[config.mk]
export PLATFORM = sky130hd
export DESIGN_NAME = spi_fifo_irq
export DESIGN_NICKNAME = d
export VERILOG_FILES = /design/src/rtl/spi_fifo_irq_pkg.sv /design/src/rtl/sfi_fifo.sv /design/src/rtl/sfi_level_flag.sv /design/src/rtl/sfi_legacy_irq.sv /design/src/rtl/spi_fifo_irq.sv
export SDC_FILE = /design/constraint.sdc
export NUM_CORES = 1
export LEC_CHECK = 0
export ABC_AREA = 0
export BUFFER_PORTS_ARGS = -buffer_cell sky130_fd_sc_hd__clkbuf_2
export CORE_ASPECT_RATIO = 1.75
export CORE_MARGIN = 5
export CORE_UTILIZATION = 35
export CTS_CLUSTER_DIAMETER = 30
export CTS_CLUSTER_SIZE = 20
export DETAILED_ROUTE_END_ITERATION = 6
export GPL_ROUTABILITY_DRIVEN = 1
export PLACE_DENSITY = 0.52
export SLEW_MARGIN = 30
export SYNTH_ARGS = -nofsm -noshare
export SYNTH_HDL_FRONTEND = slang
export SYNTH_SLANG_ARGS = --single-unit
export TNS_END_PERCENT = 5
[constraint.sdc]
create_clock -name clk -period 9.5 [get_ports clk]
set_clock_uncertainty 0.1 [all_clocks]
set_input_delay 2.375 -clock clk [delete_from_list [all_inputs] [get_ports clk]]
set_output_delay 2.375 -clock clk [all_outputs]
set_load 0.01 [all_outputs]
[src/rtl/spi_fifo_irq_pkg.sv]
package spi_fifo_irq_pkg;

  typedef enum logic [1:0] {
    SEL_DATA = 2'd0,
    SEL_CTRL = 2'd1,
    SEL_STAT = 2'd2,
    SEL_NONE = 2'd3
  } reg_sel_e;

  // control word bit positions
  localparam int unsigned C_MODE   = 0;
  localparam int unsigned C_RXIE   = 1;
  localparam int unsigned C_TXIE   = 2;
  localparam int unsigned C_DONEIE = 3;
  localparam int unsigned C_OVRIE  = 4;
  localparam int unsigned C_RXLVL  = 8;
  localparam int unsigned C_TXLVL  = 16;

  // status / command bit positions
  localparam int unsigned S_RXCNT  = 0;
  localparam int unsigned S_TXCNT  = 8;
  localparam int unsigned S_RXFLG  = 16;
  localparam int unsigned S_TXFLG  = 17;
  localparam int unsigned S_OVF    = 18;
  localparam int unsigned S_DONE   = 19;
  localparam int unsigned S_OVR    = 20;
  localparam int unsigned K_RXRST  = 24;
  localparam int unsigned K_TXRST  = 25;

endpackage

[src/rtl/sfi_fifo.sv]
module sfi_fifo #(
  parameter int DEPTH = 16,
  parameter int DW    = 16,
  parameter int CW    = $clog2(DEPTH + 1)
) (
  input  logic          clk,
  input  logic          rst_n,
  input  logic          push,
  input  logic [DW-1:0] din,
  input  logic          pop,
  input  logic          flush,
  output logic [DW-1:0] dout,
  output logic [CW-1:0] count,
  output logic          empty,
  output logic          drop
);

  localparam int PW = (DEPTH > 1) ? $clog2(DEPTH) : 1;
  localparam logic [PW-1:0] LAST = PW'(DEPTH - 1);
  localparam logic [CW-1:0] FULLC = CW'(DEPTH);

  logic [DW-1:0] mem [DEPTH];
  logic [PW-1:0] wp_q, wp_d, rp_q, rp_d;
  logic [CW-1:0] cnt_q, cnt_d;
  logic          full, push_ok, pop_ok;

  assign full    = (cnt_q == FULLC);
  assign empty   = (cnt_q == '0);
  assign push_ok = push & ~full & ~flush;
  assign pop_ok  = pop & ~empty & ~flush;
  assign drop    = push & full & ~flush;
  assign dout    = mem[rp_q];
  assign count   = cnt_q;

  always_comb begin
    wp_d  = wp_q;
    rp_d  = rp_q;
    cnt_d = cnt_q;
    if (flush) begin
      wp_d  = '0;
      rp_d  = '0;
      cnt_d = '0;
    end else begin
      if (push_ok) wp_d = (wp_q == LAST) ? '0 : wp_q + 1'b1;
      if (pop_ok)  rp_d = (rp_q == LAST) ? '0 : rp_q + 1'b1;
      if (push_ok && !pop_ok)      cnt_d = cnt_q + 1'b1;
      else if (pop_ok && !push_ok) cnt_d = cnt_q - 1'b1;
    end
  end

  always_ff @(posedge clk or negedge rst_n) begin
    if (!rst_n) begin
      wp_q  <= '0;
      rp_q  <= '0;
      cnt_q <= '0;
    end else begin
      wp_q  <= wp_d;
      rp_q  <= rp_d;
      cnt_q <= cnt_d;
    end
  end

  always_ff @(posedge clk) begin
    if (push_ok) mem[wp_q] <= din;
  end

endmodule

[src/rtl/sfi_level_flag.sv]
module sfi_level_flag #(
  parameter int CW       = 5,
  parameter bit AT_ABOVE = 1'b1
) (
  input  logic          clk,
  input  logic          rst_n,
  input  logic [CW-1:0] count,
  input  logic [CW-1:0] level,
  input  logic          clr,
  output logic          flag
);

  logic cond;
  logic flag_q, flag_d;

  generate
    if (AT_ABOVE) begin : g_above
      assign cond = (count >= level);
    end else begin : g_below
      assign cond = (count <= level);
    end
  endgenerate

  always_comb begin
    if (clr) flag_d = 1'b0;
    else     flag_d = flag_q | cond;
  end

  always_ff @(posedge clk or negedge rst_n) begin
    if (!rst_n) flag_q <= 1'b0;
    else        flag_q <= flag_d;
  end

  assign flag = flag_q;

endmodule

[src/rtl/sfi_legacy_irq.sv]
module sfi_legacy_irq (
  input  logic clk,
  input  logic rst_n,
  input  logic fifo_mode,
  input  logic rx_push,
  input  logic rx_busy,
  input  logic ovr_ie,
  input  logic done_clr,
  input  logic ovr_clr,
  output logic done_flag,
  output logic ovr_flag,
  output logic ovr_pend
);

  logic done_q, done_d, ovr_q, ovr_d, pend_q, pend_d;
  logic word_in, ovr_set, ovr_edge;

  assign word_in  = ~fifo_mode & rx_push;
  assign ovr_set  = word_in & rx_busy;
  assign ovr_edge = ovr_set & (~ovr_q | ovr_clr);

  always_comb begin
    done_d = word_in | (done_q & ~done_clr);
    ovr_d  = ovr_set | (ovr_q & ~ovr_clr);
    pend_d = (ovr_edge & ovr_ie) | (pend_q & ~ovr_clr);
  end

  always_ff @(posedge clk or negedge rst_n) begin
    if (!rst_n) begin
      done_q <= 1'b0;
      ovr_q  <= 1'b0;
      pend_q <= 1'b0;
    end else begin
      done_q <= done_d;
      ovr_q  <= ovr_d;
      pend_q <= pend_d;
    end
  end

  assign done_flag = done_q;
  assign ovr_flag  = ovr_q;
  assign ovr_pend  = pend_q;

endmodule

[src/rtl/spi_fifo_irq.sv]
module spi_fifo_irq
  import spi_fifo_irq_pkg::*;
#(
  parameter int DEPTH = 16,
  parameter int DW    = 16
) (
  input  logic          clk,
  input  logic          rst_n,
  input  logic          bus_wr,
  input  logic          bus_rd,
  input  logic [1:0]    bus_addr,
  input  logic [31:0]   bus_wdata,
  output logic [31:0]   bus_rdata,
  input  logic          eng_rx_push,
  input  logic [DW-1:0] eng_rx_data,
  input  logic          eng_tx_pop,
  output logic [DW-1:0] eng_tx_data,
  output logic          eng_tx_valid,
  output logic          irq_rx,
  output logic          irq_tx
);

  localparam int CW = $clog2(DEPTH + 1);
  localparam logic [CW-1:0] RXLVL_RST = CW'(DEPTH);

  reg_sel_e sel;
  logic ctrl_wr, cmd_wr, tx_push, rx_pop;
  logic rx_flush, tx_flush, rx_clr, tx_clr, ovf_clr, done_clr, ovr_clr;

  logic          mode_q, mode_d, rxie_q, rxie_d, txie_q, txie_d;
  logic          doneie_q, doneie_d, ovrie_q, ovrie_d;
  logic [CW-1:0] rx_lvl_q, rx_lvl_d, tx_lvl_q, tx_lvl_d;
  logic          ovf_q, ovf_d;

  logic [DW-1:0] rx_head;
  logic [CW-1:0] rx_count, tx_count;
  logic          rx_empty, tx_empty, rx_drop, tx_drop;
  logic          rx_flag, tx_flag;
  logic          done_flag, ovr_flag, ovr_pend;
  logic          legacy_irq;
  logic [31:0]   ctrl_word, stat_word;

  // bus decode
  assign sel      = reg_sel_e'(bus_addr);
  assign ctrl_wr  = bus_wr & (sel == SEL_CTRL);
  assign cmd_wr   = bus_wr & (sel == SEL_STAT);
  assign tx_push  = bus_wr & (sel == SEL_DATA);
  assign rx_pop   = bus_rd & (sel == SEL_DATA);
  assign rx_flush = cmd_wr & bus_wdata[K_RXRST];
  assign tx_flush = cmd_wr & bus_wdata[K_TXRST];
  assign rx_clr   = cmd_wr & bus_wdata[S_RXFLG];
  assign tx_clr   = cmd_wr & bus_wdata[S_TXFLG];
  assign ovf_clr  = cmd_wr & bus_wdata[S_OVF];
  assign done_clr = cmd_wr & bus_wdata[S_DONE];
  assign ovr_clr  = cmd_wr & bus_wdata[S_OVR];

  // control register
  always_comb begin
    mode_d   = mode_q;
    rxie_d   = rxie_q;
    txie_d   = txie_q;
    doneie_d = doneie_q;
    ovrie_d  = ovrie_q;
    rx_lvl_d = rx_lvl_q;
    tx_lvl_d = tx_lvl_q;
    if (ctrl_wr) begin
      mode_d   = bus_wdata[C_MODE];
      rxie_d   = bus_wdata[C_RXIE];
      txie_d   = bus_wdata[C_TXIE];
      doneie_d = bus_wdata[C_DONEIE];
      ovrie_d  = bus_wdata[C_OVRIE];
      rx_lvl_d = bus_wdata[C_RXLVL +: CW];
      tx_lvl_d = bus_wdata[C_TXLVL +: CW];
    end
  end

  always_comb begin
    ovf_d = rx_drop | (ovf_q & ~ovf_clr);
  end

  always_ff @(posedge clk or negedge rst_n) begin
    if (!rst_n) begin
      mode_q   <= 1'b0;
      rxie_q   <= 1'b0;
      txie_q   <= 1'b0;
      doneie_q <= 1'b0;
      ovrie_q  <= 1'b0;
      rx_lvl_q <= RXLVL_RST;
      tx_lvl_q <= '0;
      ovf_q    <= 1'b0;
    end else begin
      mode_q   <= mode_d;
      rxie_q   <= rxie_d;
      txie_q   <= txie_d;
      doneie_q <= doneie_d;
      ovrie_q  <= ovrie_d;
      rx_lvl_q <= rx_lvl_d;
      tx_lvl_q <= tx_lvl_d;
      ovf_q    <= ovf_d;
    end
  end

  // queues
  sfi_fifo #(.DEPTH(DEPTH), .DW(DW), .CW(CW)) u_rxq (
    .clk   (clk),
    .rst_n (rst_n),
    .push  (eng_rx_push),
    .din   (eng_rx_data),
    .pop   (rx_pop),
    .flush (rx_flush),
    .dout  (rx_head),
    .count (rx_count),
    .empty (rx_empty),
    .drop  (rx_drop)
  );

  sfi_fifo #(.DEPTH(DEPTH), .DW(DW), .CW(CW)) u_txq (
    .clk   (clk),
    .rst_n (rst_n),
    .push  (tx_push),
    .din   (bus_wdata[DW-1:0]),
    .pop   (eng_tx_pop),
    .flush (tx_flush),
    .dout  (eng_tx_data),
    .count (tx_count),
    .empty (tx_empty),
    .drop  (tx_drop)
  );

  // threshold flags
  sfi_level_flag #(.CW(CW), .AT_ABOVE(1'b1)) u_rxflag (
    .clk   (clk),
    .rst_n (rst_n),
    .count (rx_count),
    .level (rx_lvl_q),
    .clr   (rx_clr),
    .flag  (rx_flag)
  );

  sfi_level_flag #(.CW(CW), .AT_ABOVE(1'b0)) u_txflag (
    .clk   (clk),
    .rst_n (rst_n),
    .count (tx_count),
    .level (tx_lvl_q),
    .clr   (tx_clr),
    .flag  (tx_flag)
  );

  // single-word mode events
  sfi_legacy_irq u_legacy (
    .clk       (clk),
    .rst_n     (rst_n),
    .fifo_mode (mode_q),
    .rx_push   (eng_rx_push),
    .rx_busy   (~rx_empty),
    .ovr_ie    (ovrie_q),
    .done_clr  (done_clr),
    .ovr_clr   (ovr_clr),
    .done_flag (done_flag),
    .ovr_flag  (ovr_flag),
    .ovr_pend  (ovr_pend)
  );

  // interrupt routing
  assign legacy_irq   = (done_flag & doneie_q) | (ovr_pend & ovrie_q);
  assign irq_rx       = mode_q ? (rx_flag & rxie_q) : legacy_irq;
  assign irq_tx       = mode_q & tx_flag & txie_q;
  assign eng_tx_valid = ~tx_empty;

  // read data
  always_comb begin
    ctrl_word = '0;
    ctrl_word[C_MODE]         = mode_q;
    ctrl_word[C_RXIE]         = rxie_q;
    ctrl_word[C_TXIE]         = txie_q;
    ctrl_word[C_DONEIE]       = doneie_q;
    ctrl_word[C_OVRIE]        = ovrie_q;
    ctrl_word[C_RXLVL +: CW]  = rx_lvl_q;
    ctrl_word[C_TXLVL +: CW]  = tx_lvl_q;
  end

  always_comb begin
    stat_word = '0;
    stat_word[S_RXCNT +: CW] = rx_count;
    stat_word[S_TXCNT +: CW] = tx_count;
    stat_word[S_RXFLG]       = rx_flag;
    stat_word[S_TXFLG]       = tx_flag;
    stat_word[S_OVF]         = ovf_q;
    stat_word[S_DONE]        = done_flag;
    stat_word[S_OVR]         = ovr_flag;
  end

  always_comb begin
    bus_rdata = '0;
    case (sel)
      SEL_DATA: if (!rx_empty) bus_rdata[DW-1:0] = rx_head;
      SEL_CTRL: bus_rdata = ctrl_word;
      SEL_STAT: bus_rdata = stat_word;
      default:  bus_rdata = '0;
    endcase
  end

endmodule

==> run summary, run 1 <==
Detailed placement ended at an HPWL of 33.8 mm. Wires add up to 55.4 mm. The average routed wire per standard cell is 24.1 µm. The transition time at the pin with the least slew margin came out at 0.949 ns. The count of cell types in the netlist came out at 58. The total of cells resized after clock tree synthesis is 0. In this run the worst path has a maximum fanout of 10. The worst hold path passes through 2 cells.

The instance area after placement is 24,500 µm². The remaining antenna violation count is 0. The worst endpoint required time came out at 7.03 ns. The sink count of the clock tree came out at 559.

Across the run, the number of max-cap violations was 0. In this run the critical register-to-register path is captured at u_rxq.count[4]$_DFFE_PN0P_. In this run the tool buffered the top-level ports with 86 buffer cells. The initial core utilization came out at 0.352. The final instance area is 27,300 µm². The clock passes through at most 3 buffers.

During synthesis, Yosys emitted a total of 0 warnings. At the end of routability-driven placement, the weighted congestion stood at 0.769. The area growth from synthesis to layout is 19.0%.

The total vias in the final route is 12,100. The number of hold-slack violations in the final timing report is 0. The most used flip-flop cell after synthesis is sky130_fd_sc_hd__edfxtp_1. The count of state elements after synthesis came out at 559.

The number of global-route vias before repair came out at 12,830. The count of final max-slew check failures came out at 0. The static leakage came out at 9.26 nW. The library cells used most frequently in the layout, excluding fill and tap cells, are sky130_fd_sc_hd__edfxtp_1 (512), sky130_fd_sc_hd__mux4_2 (96), sky130_fd_sc_hd__clkbuf_16 (86), sky130_fd_sc_hd__clkbuf_2 (86), sky130_fd_sc_hd__mux2i_1 (79). The first global-routing pass estimated 82.7 mm of wire. The clock insertion delay at the later pin of the skew report came out at 0.62 ns. In the synthesized netlist, the number of instances is 1,266. Entering global routing, the biggest net connects 54 pins. For this block, the initial DRC count from the detailed router was 615. The die area came out at 70,900 µm². The worst register-to-register path begins at u_rxq.count[0]$_DFFE_PN0P_. The initial antenna violation count is 6. The average size of a mapped cell is 18.1 µm². The number of nets in the layout is 1,499. The setup TNS after final layout is 0 ns.

The total CTS buffers is 85. The number of enable-type register cells in the synthesized netlist came out at 512. During I/O placement, the number of pins put on the boundary was 107. The worst setup path is of the in2out kind. The final routed DRC violation total came out at 0. TritonCTS built the clock tree. The worst pin sits at a relative slew slack of 0.367. For this run, asynchronously set or reset flops after synthesis account for 0.0841. The final global-route overflow total came out at 0. The tightest min-delay check is of the reg2reg type. The ratio of routed vias to standard cells came out at 5.26. The category of the worst setup path capture point is an output pin. The cell sitting at the root of the clock tree is a sky130_fd_sc_hd__clkbuf_16. Leaving out fill and tap cells, the most frequent cell in the layout is sky130_fd_sc_hd__edfxtp_1. The H-tree was split into 3 levels.

The register-to-register setup slack came out at 6.09 ns. Before antenna repair, the detailed router went through 4 iterations. For this run, the top clock speed supported by timing is 146 MHz. The most critical setup path has its endpoint at bus_rdata[10]. In this run the post-CTS setup repair buffer count came out at 0. In this run the standard cell core region covers 65,200 µm².

Setup repair after global routing left no endpoint under its margin. The netlist area before placement came out at 22,900 µm². For this run, the register share of the synthesized area comes to 0.722. The number of cell rows is 124. The count of endpoints failing setup in the final report is 0. Dividing total power by cell area gives a power density of 289 nW/µm². The overall die height came out at 349 µm.

The flow ran to the end, and the final reports show no timing, DRC or antenna violations. The hold buffer count at CTS came out at 0. The worst setup path is launched from an input port. The total routing usage reported by global routing is 0.156. Across the VDD grid, the largest voltage drop is 0.000186 V. In the final layout, the share of cells above drive strength 1 is 0.295.

The worst register-to-register path has a depth of 9. The final critical-path required period is 6.83 ns. The horizontal die dimension came out at 203 µm. The arrival time at the worst endpoint is 4.36 ns.

After clock tree synthesis, the clock-pin slew on the worst setup and hold paths is 0.05 ns. The portion of the clock cycle consumed by the worst path in the final layout came out at 0.719. The most critical setup path has its startpoint at bus_addr[0].
==> metrics by stage <==
stage	setup slack [ns]	instances	utilization	total power [mW]	hold WS, ns
2_1_floorplan	3.51	1276	-	4.31	0.366
3_3_place_gp	2.76	2141	0.375	4.90	0.395
3_5_place_dp	2.72	2141	0.375	4.93	0.417
4_1_cts	2.72	2298	0.419	8.00	0.429
5_1_grt	2.63	2298	0.419	8.28	0.431
6_report	2.67	2301	0.419	7.89	0.423
==> cells by family (layout without fill, tap and decap cells) <==
family                     Yosys count  count (layout)  share of synthesized area
AOI/OAI and AO/OA                  171             171                     0.0526
xor gates and xnor gates            11              11                    0.00453
adders and majority gates           34              34                     0.0192
buffers and inverters              104             307                     0.0204
DFF                                559             559                      0.722
muxes                              206             206                      0.144
other                                1              14                   0.000164
and+or+nand+nor                    180             180                     0.0371
==> worst min-delay path by stage <==
stage | slack, ns | from | to
after floorplan | 0.37 | u_legacy.done_flag$_DFF_PN0_ | u_legacy.done_flag$_DFF_PN0_
after global placement | 0.39 | u_legacy.ovr_pend$_DFF_PN0_ | u_legacy.ovr_pend$_DFF_PN0_
after detailed placement | 0.42 | u_legacy.done_flag$_DFF_PN0_ | u_legacy.done_flag$_DFF_PN0_
after CTS | 0.43 | u_legacy.done_flag$_DFF_PN0_ | u_legacy.done_flag$_DFF_PN0_
after global routing | 0.43 | u_legacy.ovr_pend$_DFF_PN0_ | u_legacy.ovr_pend$_DFF_PN0_
final | 0.42 | u_legacy.done_flag$_DFF_PN0_ | u_legacy.done_flag$_DFF_PN0_
==> Yosys cell counts, types with 5 or more instances <==
cell	instances	area share
sky130_fd_sc_hd__a211oi_1	14	0.0046
sky130_fd_sc_hd__a21o_1	6	0.0020
sky130_fd_sc_hd__a21oi_1	33	0.0072
sky130_fd_sc_hd__a221oi_1	18	0.0069
sky130_fd_sc_hd__a22o_1	10	0.0038
sky130_fd_sc_hd__a22oi_1	22	0.0072
sky130_fd_sc_hd__and2_1	8	0.0022
sky130_fd_sc_hd__and3_1	6	0.0016
sky130_fd_sc_hd__buf_1	5	0.00082
sky130_fd_sc_hd__buf_2	25	0.0055
sky130_fd_sc_hd__buf_4	12	0.0039
sky130_fd_sc_hd__clkbuf_1	37	0.0061
sky130_fd_sc_hd__dfrtp_1	46	0.050
sky130_fd_sc_hd__edfxtp_1	512	0.67
sky130_fd_sc_hd__ha_1	32	0.017
sky130_fd_sc_hd__inv_1	25	0.0041
sky130_fd_sc_hd__mux2_2	31	0.015
sky130_fd_sc_hd__mux2i_1	79	0.034
sky130_fd_sc_hd__mux4_2	96	0.094
sky130_fd_sc_hd__nand2_1	63	0.010
sky130_fd_sc_hd__nand2b_1	5	0.0014
sky130_fd_sc_hd__nand3_1	10	0.0022
sky130_fd_sc_hd__nor2_1	46	0.0075
sky130_fd_sc_hd__nor2b_1	13	0.0035
sky130_fd_sc_hd__nor3_1	12	0.0026
sky130_fd_sc_hd__o21ai_0	36	0.0079
sky130_fd_sc_hd__o221ai_1	10	0.0038
sky130_fd_sc_hd__xor2_1	7	0.0027
==> state kept, by name, indices dropped and copies added, names as in the netlist, 4 cells and up <==
signal and cells:
u_rxq.count 5, u_rxq.rp_q 4, u_txq.mem 256, tx_lvl_q 5, u_rxq.wp_q 4, u_rxq.mem 256, u_txq.wp_q 4, rx_lvl_q 5
u_txq.rp_q 4, u_txq.count 5
==> worst max-delay path: stages <==
cell,delay (ns)
sky130_fd_sc_hd__clkbuf_2,0.11
sky130_fd_sc_hd__inv_1,0.09
sky130_fd_sc_hd__ha_1,0.31
sky130_fd_sc_hd__o21ai_1,0.23
sky130_fd_sc_hd__or3_1,0.60
sky130_fd_sc_hd__o221ai_1,0.44
sky130_fd_sc_hd__clkbuf_2,0.21
==> layer usage <==
metal  up-vias  part of all wire  GRT usage
li1       5386                 -          -
met1      6329              0.40      0.189
met2       293              0.52      0.273
met3        84             0.054     0.0407
met4         8             0.021     0.0477
met5         -           0.00099          0
==> power by group <==
part           total [mW]  switching (mW)  internal (mW)
sequential           3.05           0.184           2.86
clock                3.05            1.16           1.89
combinational        1.79            1.00          0.792
total                7.89            2.35           5.54
==> final cells by class <==
class                      count  area, µm²
clock buffer                 102       2210
fill                        5830      37900
clock inverter                55        608
sequential                   559      16600
inverter                      25       93.8
timing repair buffer         125        723
antenna                        3       7.51
multi-input combinational    613       6060
tap                          819       1020
No activity file was read; power rests on OpenSTA's default activity.
==> run 2: changes to the inputs <==
ABC_AREA = 1   (was 0)
PLACE_DENSITY = 0.54   (was 0.52)
clock period = 5.7 ns   (was 9.5 ns; I/O delays follow)
==> run 2 against run 1 <==
Core utilization barely moved. Synthesized area rose by 2.8%. Global-route usage rose by 1.8 points. Die area rose by 2.7%. Worst setup slack got worse by 2.0 ns. Total power rose by 82%. Via count rose by 29%. Register-to-register slack got worse by 2.9 ns. Sequential power rose by 67%. Final cell count rose by 35%. Sequential cell count did not move. First-iteration DRC count rose by 69%. Largest power group is now the clock network.
==> run summary, run 2 <==
By instance count, the cell type seen most on the critical path is sky130_fd_sc_hd__nand2_1. The total routing usage reported by global routing came out at 0.174 (+0.0178). The detailed placement HPWL was 39.3 mm (+16%). The flow ran to the end, and the final reports show no timing, DRC or antenna violations. The hold buffer count at CTS came to 0 (unchanged). The highest fanout seen on the critical path is 56 (+46). The H-tree depth is 3 (unchanged). The commonest cells after synthesis are sky130_fd_sc_hd__edfxtp_1 (512), sky130_fd_sc_hd__nand2_1 (325), sky130_fd_sc_hd__nor2_1 (318). The count of endpoints failing setup in the final report came to 0 (unchanged). The CTS clock-pin slew for the worst setup and hold paths came to 0.06 ns (about the same). The arrival time at the worst endpoint is 3.52 ns (-0.84 ns). The average routed wire per standard cell came out at 20.7 µm (-14%).

On the critical path, the stage with the largest delay is an instance of sky130_fd_sc_hd__dfrtp_4. The area growth from synthesis to layout is 19.2%. The worst register-to-register path ends at u_rxq.count[4]$_DFFE_PN0P_.

The cell count of the worst reg-to-reg path came out at 14 (+5). The count of cell types in the netlist came out at 44 (-24%). The power per unit of standard cell area is 511 nW/µm² (+77%). The worst endpoint required time came out at 4.18 ns (-2.85 ns). The number of detailed-route iterations in the first pass came out at 5 (+1). The pin count of the biggest net entering global routing came out at 158 (+190%). The largest registers in the layout are u_rxq.mem (256), u_txq.mem (256). The core region area came out at 67,200 µm² (+3.1%). STA classifies the critical path startpoint as a register. The max-cap check violation count is 0 (unchanged). The worst vdd rail ir drop came to 0.000297 V (+60%). The transition time at the pin with the least slew margin is 0.914 ns (-0.0350 ns). The overall power after layout came out at 14.3 mW (+82%). The count of input and output buffers is 86 (unchanged).

The signal on the critical path passes through clkinv_2 > buf_4 > o21ai_0 > o21ai_0 > nand2_1 > nand2_1 > inv_1 > nand2_1 > nand2_1 > nand2_1 > clkbuf_2. The wire length of the first global-routing pass is 95.2 mm (+15%). The top-level I/O count is 107 (unchanged). The number of hold-slack violations in the final timing report was 0 (unchanged).

The final instance area came to 28,100 µm² (+3.0%). The maximum clock rate is 198 MHz. The total CTS buffers was 86 (+1.2%).

The initial antenna violation count is 2 (-4). The class of the tightest hold or removal check is reg2reg. Setup repair after global routing left no endpoint under its margin. The smallest clock period supported by the final layout is computed as 5.05 ns.

The relative slew slack was 0.390 (+0.0226). The number of cell rows came out at 126 (+1.6%). The critical path's largest stage delay came out at 0.82 ns (+0.22 ns). The worst register-to-register path begins at u_rxq.count[0]$_DFFE_PN0P_. The count of final max-slew check failures is 0 (unchanged).

The static leakage is 10.2 nW (+11%). The sink count of the clock tree came out at 559 (unchanged). The fraction of layout instances using a drive strength above 1 is 0.155 (-0.140). The initial core utilization came out at 0.351 (-0.000736). The number of enable-type register cells in the synthesized netlist was 512 (unchanged). The number of antenna diodes is 0 (-3). The horizontal die dimension was 206 µm (+1.3%). The number of nets in the layout came out at 2,235 (+49%). The count of state elements after synthesis is 559 (unchanged). The most common cell after layout, fill and taps aside is sky130_fd_sc_hd__edfxtp_1.

The final routed DRC violation total came to 0 (unchanged). The portion of the clock cycle consumed by the worst path in the final layout is 0.885. The tree is rooted in a sky130_fd_sc_hd__clkbuf_16. TritonCTS built the clock tree. sky130_fd_sc_hd__edfxtp_1 is the most common cell in the netlist.

Tracing the worst setup path back leads to its startpoint at u_rxq.rp_q[0]$_DFFE_PN0P_. The Yosys warning count is 0 (unchanged). The total vias in the final route came out at 15,667 (+29%). The routed wire length came out at 64.3 mm (+16%). The fraction of synthesized cell area taken by the top area cell type came out at 0.652 (-0.0186).

The netlist area before placement is 23,600 µm² (+2.8%). The sequential element share of the synthesized area is 0.702 (-0.0200). The overall die height came out at 353 µm (+1.4%). The violation count after the first detailed-routing iteration came to 1,040 (+69%). The capture point of the critical path is bus_rdata[4]. The die area came to 72,900 µm² (+2.7%). The worst setup path is captured at an output pin. The routability congestion estimate from global placement came to 0.823 (+6.9%). Yosys attributes the largest share of cell area to sky130_fd_sc_hd__edfxtp_1 (65%), sky130_fd_sc_hd__o21ai_0 (5.2%), sky130_fd_sc_hd__nand2_1 (5.2%), sky130_fd_sc_hd__nor2_1 (5.1%), sky130_fd_sc_hd__dfrtp_1 (4.9%). The library cells used most frequently in the layout, excluding fill and tap cells, are sky130_fd_sc_hd__edfxtp_1 (512), sky130_fd_sc_hd__nand2_1 (325), sky130_fd_sc_hd__nor2_1 (292). The register-to-register setup slack was 3.14 ns (-2.95 ns). The average size of a mapped cell is 11.7 µm² (-35%). The proportion of register bits with asynchronous set or reset after synthesis came out at 0.0841 (unchanged). The number of global-route vias before repair is 15,900 (+24%). The number of cells produced by synthesis is 2,015 (+59%). The final global-route overflow total is 0 (unchanged).

The clock insertion delay at the later pin of the skew report came to 0.63 ns (about the same). The setup TNS after final layout came to 0 ns (unchanged). The instance area after placement is 25,100 µm² (+2.7%). By startpoint and endpoint, the worst setup path is classified as reg2out. In the synthesized netlist the dominant register cell turns out to be sky130_fd_sc_hd__edfxtp_1. The total of cells resized after clock tree synthesis was 0 (unchanged). The remaining antenna violation count came out at 0 (unchanged).

The share of the core filled with cells in the final layout came out at 0.418 (about the same). The post-CTS setup repair buffer count came out at 0 (unchanged). The number of buffers between clock root and the deepest sink came to 3 (unchanged). The post-synthesis cell type with the largest combined area is sky130_fd_sc_hd__edfxtp_1. The ratio of routed vias to standard cells came out at 5.03 (-4.3%).
[run 2: changes by cell type in the layout (fill, tap and decap cells not counted), moves of 54 or more]
cell | before | now
sky130_fd_sc_hd__o21ai_0 | 36 | 244
sky130_fd_sc_hd__mux4_2 | 96 | 0
sky130_fd_sc_hd__nand3_1 | 10 | 64
sky130_fd_sc_hd__mux2i_1 | 79 | 0
sky130_fd_sc_hd__nor2_1 | 30 | 292
sky130_fd_sc_hd__inv_1 | 25 | 118
sky130_fd_sc_hd__o211ai_1 | 0 | 58
sky130_fd_sc_hd__nand2_1 | 63 | 325
[run 2: cell type report]
cell class / instances / area, µm²
Inverter: 127 / 485
Fill cell: 6329 / 39100
Clock buffer: 93 / 2180
Sequential cell: 559 / 16600
Clock inverter: 66 / 797
Timing Repair Buffer: 142 / 876
Multi-Input combinational cell: 1229 / 6080
Tap cell: 896 / 1120
[run 2: cell families after synthesis]
| logic type | after synthesis | synth area share |
|---|---|---|
| mux | 2 | 0.000955 |
| simple gates | 737 | 0.125 |
| flops | 559 | 0.702 |
| compound gates | 438 | 0.105 |
| xor+xnor | 7 | 0.00260 |
| other cells | 1 | 0.000159 |
| fa+ha+maj | 34 | 0.0187 |
| buf+inv | 237 | 0.0457 |
[run 2: how the worst min path moves through the flow]
stage | start | end | depth (start not counted) | slack (ns)
3_3_place_gp | tx_lvl_q[4]$_DFFE_PN0P_ | tx_lvl_q[4]$_DFFE_PN0P_ | 2 | 0.40
2_1_floorplan | ovf_q$_DFF_PN0_ | ovf_q$_DFF_PN0_ | 2 | 0.37
4_1_cts | tx_lvl_q[3]$_DFFE_PN0P_ | tx_lvl_q[3]$_DFFE_PN0P_ | 2 | 0.42
6_report | tx_lvl_q[3]$_DFFE_PN0P_ | tx_lvl_q[3]$_DFFE_PN0P_ | 2 | 0.43
5_1_grt | tx_lvl_q[3]$_DFFE_PN0P_ | tx_lvl_q[3]$_DFFE_PN0P_ | 2 | 0.43
3_5_place_dp | tx_lvl_q[3]$_DFFE_PN0P_ | tx_lvl_q[3]$_DFFE_PN0P_ | 2 | 0.41
[run 2: stage by stage]
step                hold slack, ns  cells  setup WS [ns]
finish                       0.426   3112          0.654
global route                 0.435   3112          0.335
CTS                          0.422   3112          0.559
detailed placement           0.409   2953           1.14
global placement             0.396   2953           1.17
floorplan                    0.371   2025           1.83
[run 2: worst max-delay path, delay by kind of cell (launching register included)]
kind | cells | cell delay [ns]
DFF | 1 | 0.82
buffers and inverters | 4 | 1.32
and+or+nand+nor | 5 | 0.37
AOI/OAI and AO/OA | 2 | 0.33
[run 2: power by group]
group          switching [mW]  internal [mW]  total [mW]  leakage (nW)
clock network            1.99           3.37        5.36          1.43
registers               0.289           4.80        5.09          5.17
logic                    2.72           1.19        3.91          3.65
total                    4.99           9.36        14.3          10.2
[run 2: per-layer routing]
layer	vias to the layer above	global-route usage	wire (µm)
met2	442	0.324	34900
met3	147	0.0271	2850
met4	0	0.0875	2820
met1	7712	0.187	23700
li1	7366	-	-
met5	-	0	0
==> run 3: changes to the inputs <==
CORE_MARGIN = unset   (was 5)
==> run 3 against run 2 <==
Design area increased by 1.0%. Via count increased by 0.70%. Worst setup slack improved by 0.098 ns. Global-route usage increased by 1.4 points. Die area decreased by 6.1%. Combinational power about the same. Sequential share of layout area decreased by 0.60 points. Total power increased by 3.1%. Final cell count increased by 0.19%. Highest routed layer unchanged.
==> run summary, run 3 (synthesis results as in run 2) <==
The switching power is 5.04 mW (+0.89%). The cell count of the worst reg-to-reg path is 6 (-8). The initial core utilization is 0.355 (+0.00364). The critical path buffer and inverter count is 3 (-1). The setup TNS after final layout came out at 0 ns (unchanged). The worst hold path begins at tx_lvl_q[4]$_DFFE_PN0P_.

STA classifies the critical path endpoint as an output pin. The worst endpoint required time is 4.18 ns (about the same). met2 is the most crowded layer. The worst vdd rail ir drop is 0.000262 V (-12%). The internal power component came out at 9.77 mW (+4.4%). The arrival time at the worst endpoint came out at 3.42 ns (-0.10 ns). The number of buffers between clock root and the deepest sink is 3 (unchanged). The met2 track demand over resource in global routing came out at 0.353 (+0.0284). The register-to-register setup slack is 3.05 ns (-0.09 ns). The area growth from synthesis to layout is 20.4%.

The count of final max-slew check failures is 0 (unchanged). The ratio of routed vias to standard cells is 5.06 (+0.50%). The number of nets in the layout is 2,241 (+0.27%). The switching share of power came out at 0.340 (-0.00762).

The top-level I/O count is 107 (unchanged). The post-CTS setup repair buffer count came to 0 (unchanged). The routed wire length was 64.0 mm (-0.41%). The final global-route overflow total came out at 0 (unchanged). The die area is 68,400 µm² (-6.1%).

The final routed DRC violation total is 0 (unchanged). The worst slack at placement is 0.786 ns (-0.350 ns). The endpoint of the worst register-to-register path is u_txq.rp_q[3]$_DFFE_PN0P_. The CTS clock-pin slew for the worst setup and hold paths came out at 0.05 ns (about the same). The wire length of the first global-routing pass came out at 94.4 mm (-0.86%). The critical path's largest stage delay was 0.90 ns (+0.08 ns). The TritonCTS clock tree is done.

The routability congestion estimate from global placement is 0.828 (+0.64%). Walking the worst path, the cells encountered are inv_1 > buf_12 > a21oi_1 > o31ai_1 > o21ai_0 > clkbuf_2. The count of input and output buffers is 86 (unchanged).

Leaving out fill and tap cells, the most frequent cell in the layout is sky130_fd_sc_hd__edfxtp_1. The final worst setup slack is 0.752 ns (+0.0978 ns). The cell family contributing the most delay on the critical path is buffers and inverters. The portion of the clock cycle consumed by the worst path in the final layout came out at 0.868 (-0.0172). The initial antenna violation count is 0 (-2). The total of cells resized after clock tree synthesis came out at 0 (unchanged). In this run the critical register-to-register path is launched from u_txq.rp_q[1]$_DFFE_PN0P_. The power per unit of standard cell area was 521 nW/µm² (+2.1%).

The number of detailed-route iterations in the first pass came out at 5 (unchanged). The clock group share of total power came out at 0.391 (+0.018). The remaining antenna violation count is 0 (unchanged).

The clock insertion delay at the later pin of the skew report came out at 0.62 ns (about the same). The violation count after the first detailed-routing iteration was 936 (-10%). For this design, the slowest cell found on the critical path is sky130_fd_sc_hd__dfrtp_1. The total routing usage reported by global routing came out at 0.188 (+0.0136).

The hold path depth came to 2 (unchanged). The hold buffer count at CTS came out at 0 (unchanged). The transition time at the pin with the least slew margin is 0.969 ns (+0.0545 ns). The root buffer cell is sky130_fd_sc_hd__clkbuf_16. The proportion of power drawn by flip-flops and latches came out at 0.345 (-0.009). The count of endpoints failing setup in the final report is 0 (unchanged). The fraction of layout instances using a drive strength above 1 came out at 0.160 (+0.00500). The library cells used most frequently in the layout, excluding fill and tap cells, are sky130_fd_sc_hd__edfxtp_1 (512), sky130_fd_sc_hd__nand2_1 (325), sky130_fd_sc_hd__nor2_1 (293). By startpoint and endpoint, the worst setup path is classified as reg2out. The core region area was 66,500 µm² (-1.0%). In this run the worst hold path is classified as reg2reg. The relative slew slack was 0.353 (-0.0364). The kind of start point of the critical path is a register. The maximum clock rate came out at 202 MHz (+2.0%). The met1 demand-to-capacity share in global routing came out at 0.194 (+0.00721). The number of global-route vias before repair was 15,931 (+0.19%). Setup repair after global routing left no endpoint under its margin. The static leakage came out at 10.4 nW (+1.5%). In the final layout, the registers with the most flip-flops are u_rxq.mem (256), u_txq.mem (256). The met3 track demand over resource in global routing is 0.0293 (+0.00216). The share of the core filled with cells in the final layout came to 0.427 (+0.00867).

The worst hold path terminates at tx_lvl_q[4]$_DFFE_PN0P_. The total vias in the final route is 15,776 (+0.70%). The detailed placement HPWL is 39.1 mm (-0.52%). The total CTS buffers came out at 90 (+4.7%). The pin count of the biggest net entering global routing came to 97 (-39%).

The highest fanout seen on the critical path came to 22 (-61%). The H-tree depth came out at 3 (unchanged). The overall die height came out at 345 µm (-2.3%). The final critical-path required period was 4.95 ns (-0.0978 ns). The number of hold-slack violations in the final timing report is 0 (unchanged). The max-cap check violation count came out at 0 (unchanged). The average routed wire per standard cell came out at 20.5 µm (-0.60%).

The number of cell rows came out at 125 (-0.79%). The combinational group share of total power came out at 0.264 (-0.008). The horizontal die dimension is 198 µm (-3.9%).

The flow ran to the end, and the final reports show no timing, DRC or antenna violations. The sink count of the clock tree is 559 (unchanged).
-- run 3: cell types whose count changed in the layout (fill, tap and decap cells not counted), sizes merged --
cell / change
clkbuf: +4
clkinv: +3
buf: +2
diode: +1
bufinv: +5
clkinvlp: -2
-- run 3: metal layers --
metal / part of all wire / up-vias / routed length, µm
met5: 0 / - / 0
met4: 0.044 / 0 / 2850
met3: 0.044 / 161 / 2830
met2: 0.55 / 459 / 35100
met1: 0.36 / 7769 / 23200
li1: - / 7387 / -
-- run 3: final cells by class --
class	instances	area, µm²
well taps	889	1110
fillers	6127	38100
multi-input cells	1229	6080
clock buffers	97	2320
flip-flops and latches	559	16600
inverters	127	485
diodes	1	2.50
repair buffers	144	895
clock inverters	72	932
-- run 3: worst max path at each step --
stage / from / slack [ns] / endpoint / cells past startpoint
2_1_floorplan: bus_addr[0] / 1.83 / bus_rdata[13] / 6
3_3_place_gp: bus_addr[0] / 0.78 / bus_rdata[14] / 9
3_5_place_dp: bus_addr[0] / 0.79 / bus_rdata[14] / 9
4_1_cts: u_txq.rp_q[1]$_DFFE_PN0P_ / 0.61 / eng_tx_data[7] / 6
5_1_grt: u_txq.rp_q[0]$_DFFE_PN0P_ / 0.55 / eng_tx_data[0] / 9
6_report: u_txq.rp_q[1]$_DFFE_PN0P_ / 0.75 / eng_tx_data[7] / 6
-- run 3: power by group through the flow --
stage                     sequential, mW  combinational (mW)  clock, mW
after CTS                           5.10                3.97       5.89
after detailed placement            5.17                3.94          0
after global placement              5.17                3.86          0
final                               5.10                3.91       5.79
after global routing                5.13                4.38       6.05
after floorplan                     4.99                2.70          0
-- run 3: worst register-to-register path, cell delays in order, from the launching register on --
cell and delay [ns]:
sky130_fd_sc_hd__dfrtp_1 0.90, sky130_fd_sc_hd__buf_4 0.33, sky130_fd_sc_hd__nand2_1 0.09, sky130_fd_sc_hd__inv_1 0.60, sky130_fd_sc_hd__nand2_1 0.17, sky130_fd_sc_hd__o21ai_0 0.20
sky130_fd_sc_hd__o22ai_1 0.11
-- run 3: stage by stage --
| step | power (mW) | std cells | hold slack (ns) | instance area, µm² |
|---|---|---|---|---|
| finish | 14.8 | 3118 | 0.421 | 28400 |
| global route | 15.6 | 3117 | 0.449 | 28400 |
| CTS | 15.0 | 3117 | 0.420 | 28400 |
| detailed placement | 9.12 | 2948 | 0.407 | 25100 |
| global placement | 9.02 | 2948 | 0.399 | 25100 |
| floorplan | 7.69 | 2025 | 0.371 | 23600 |
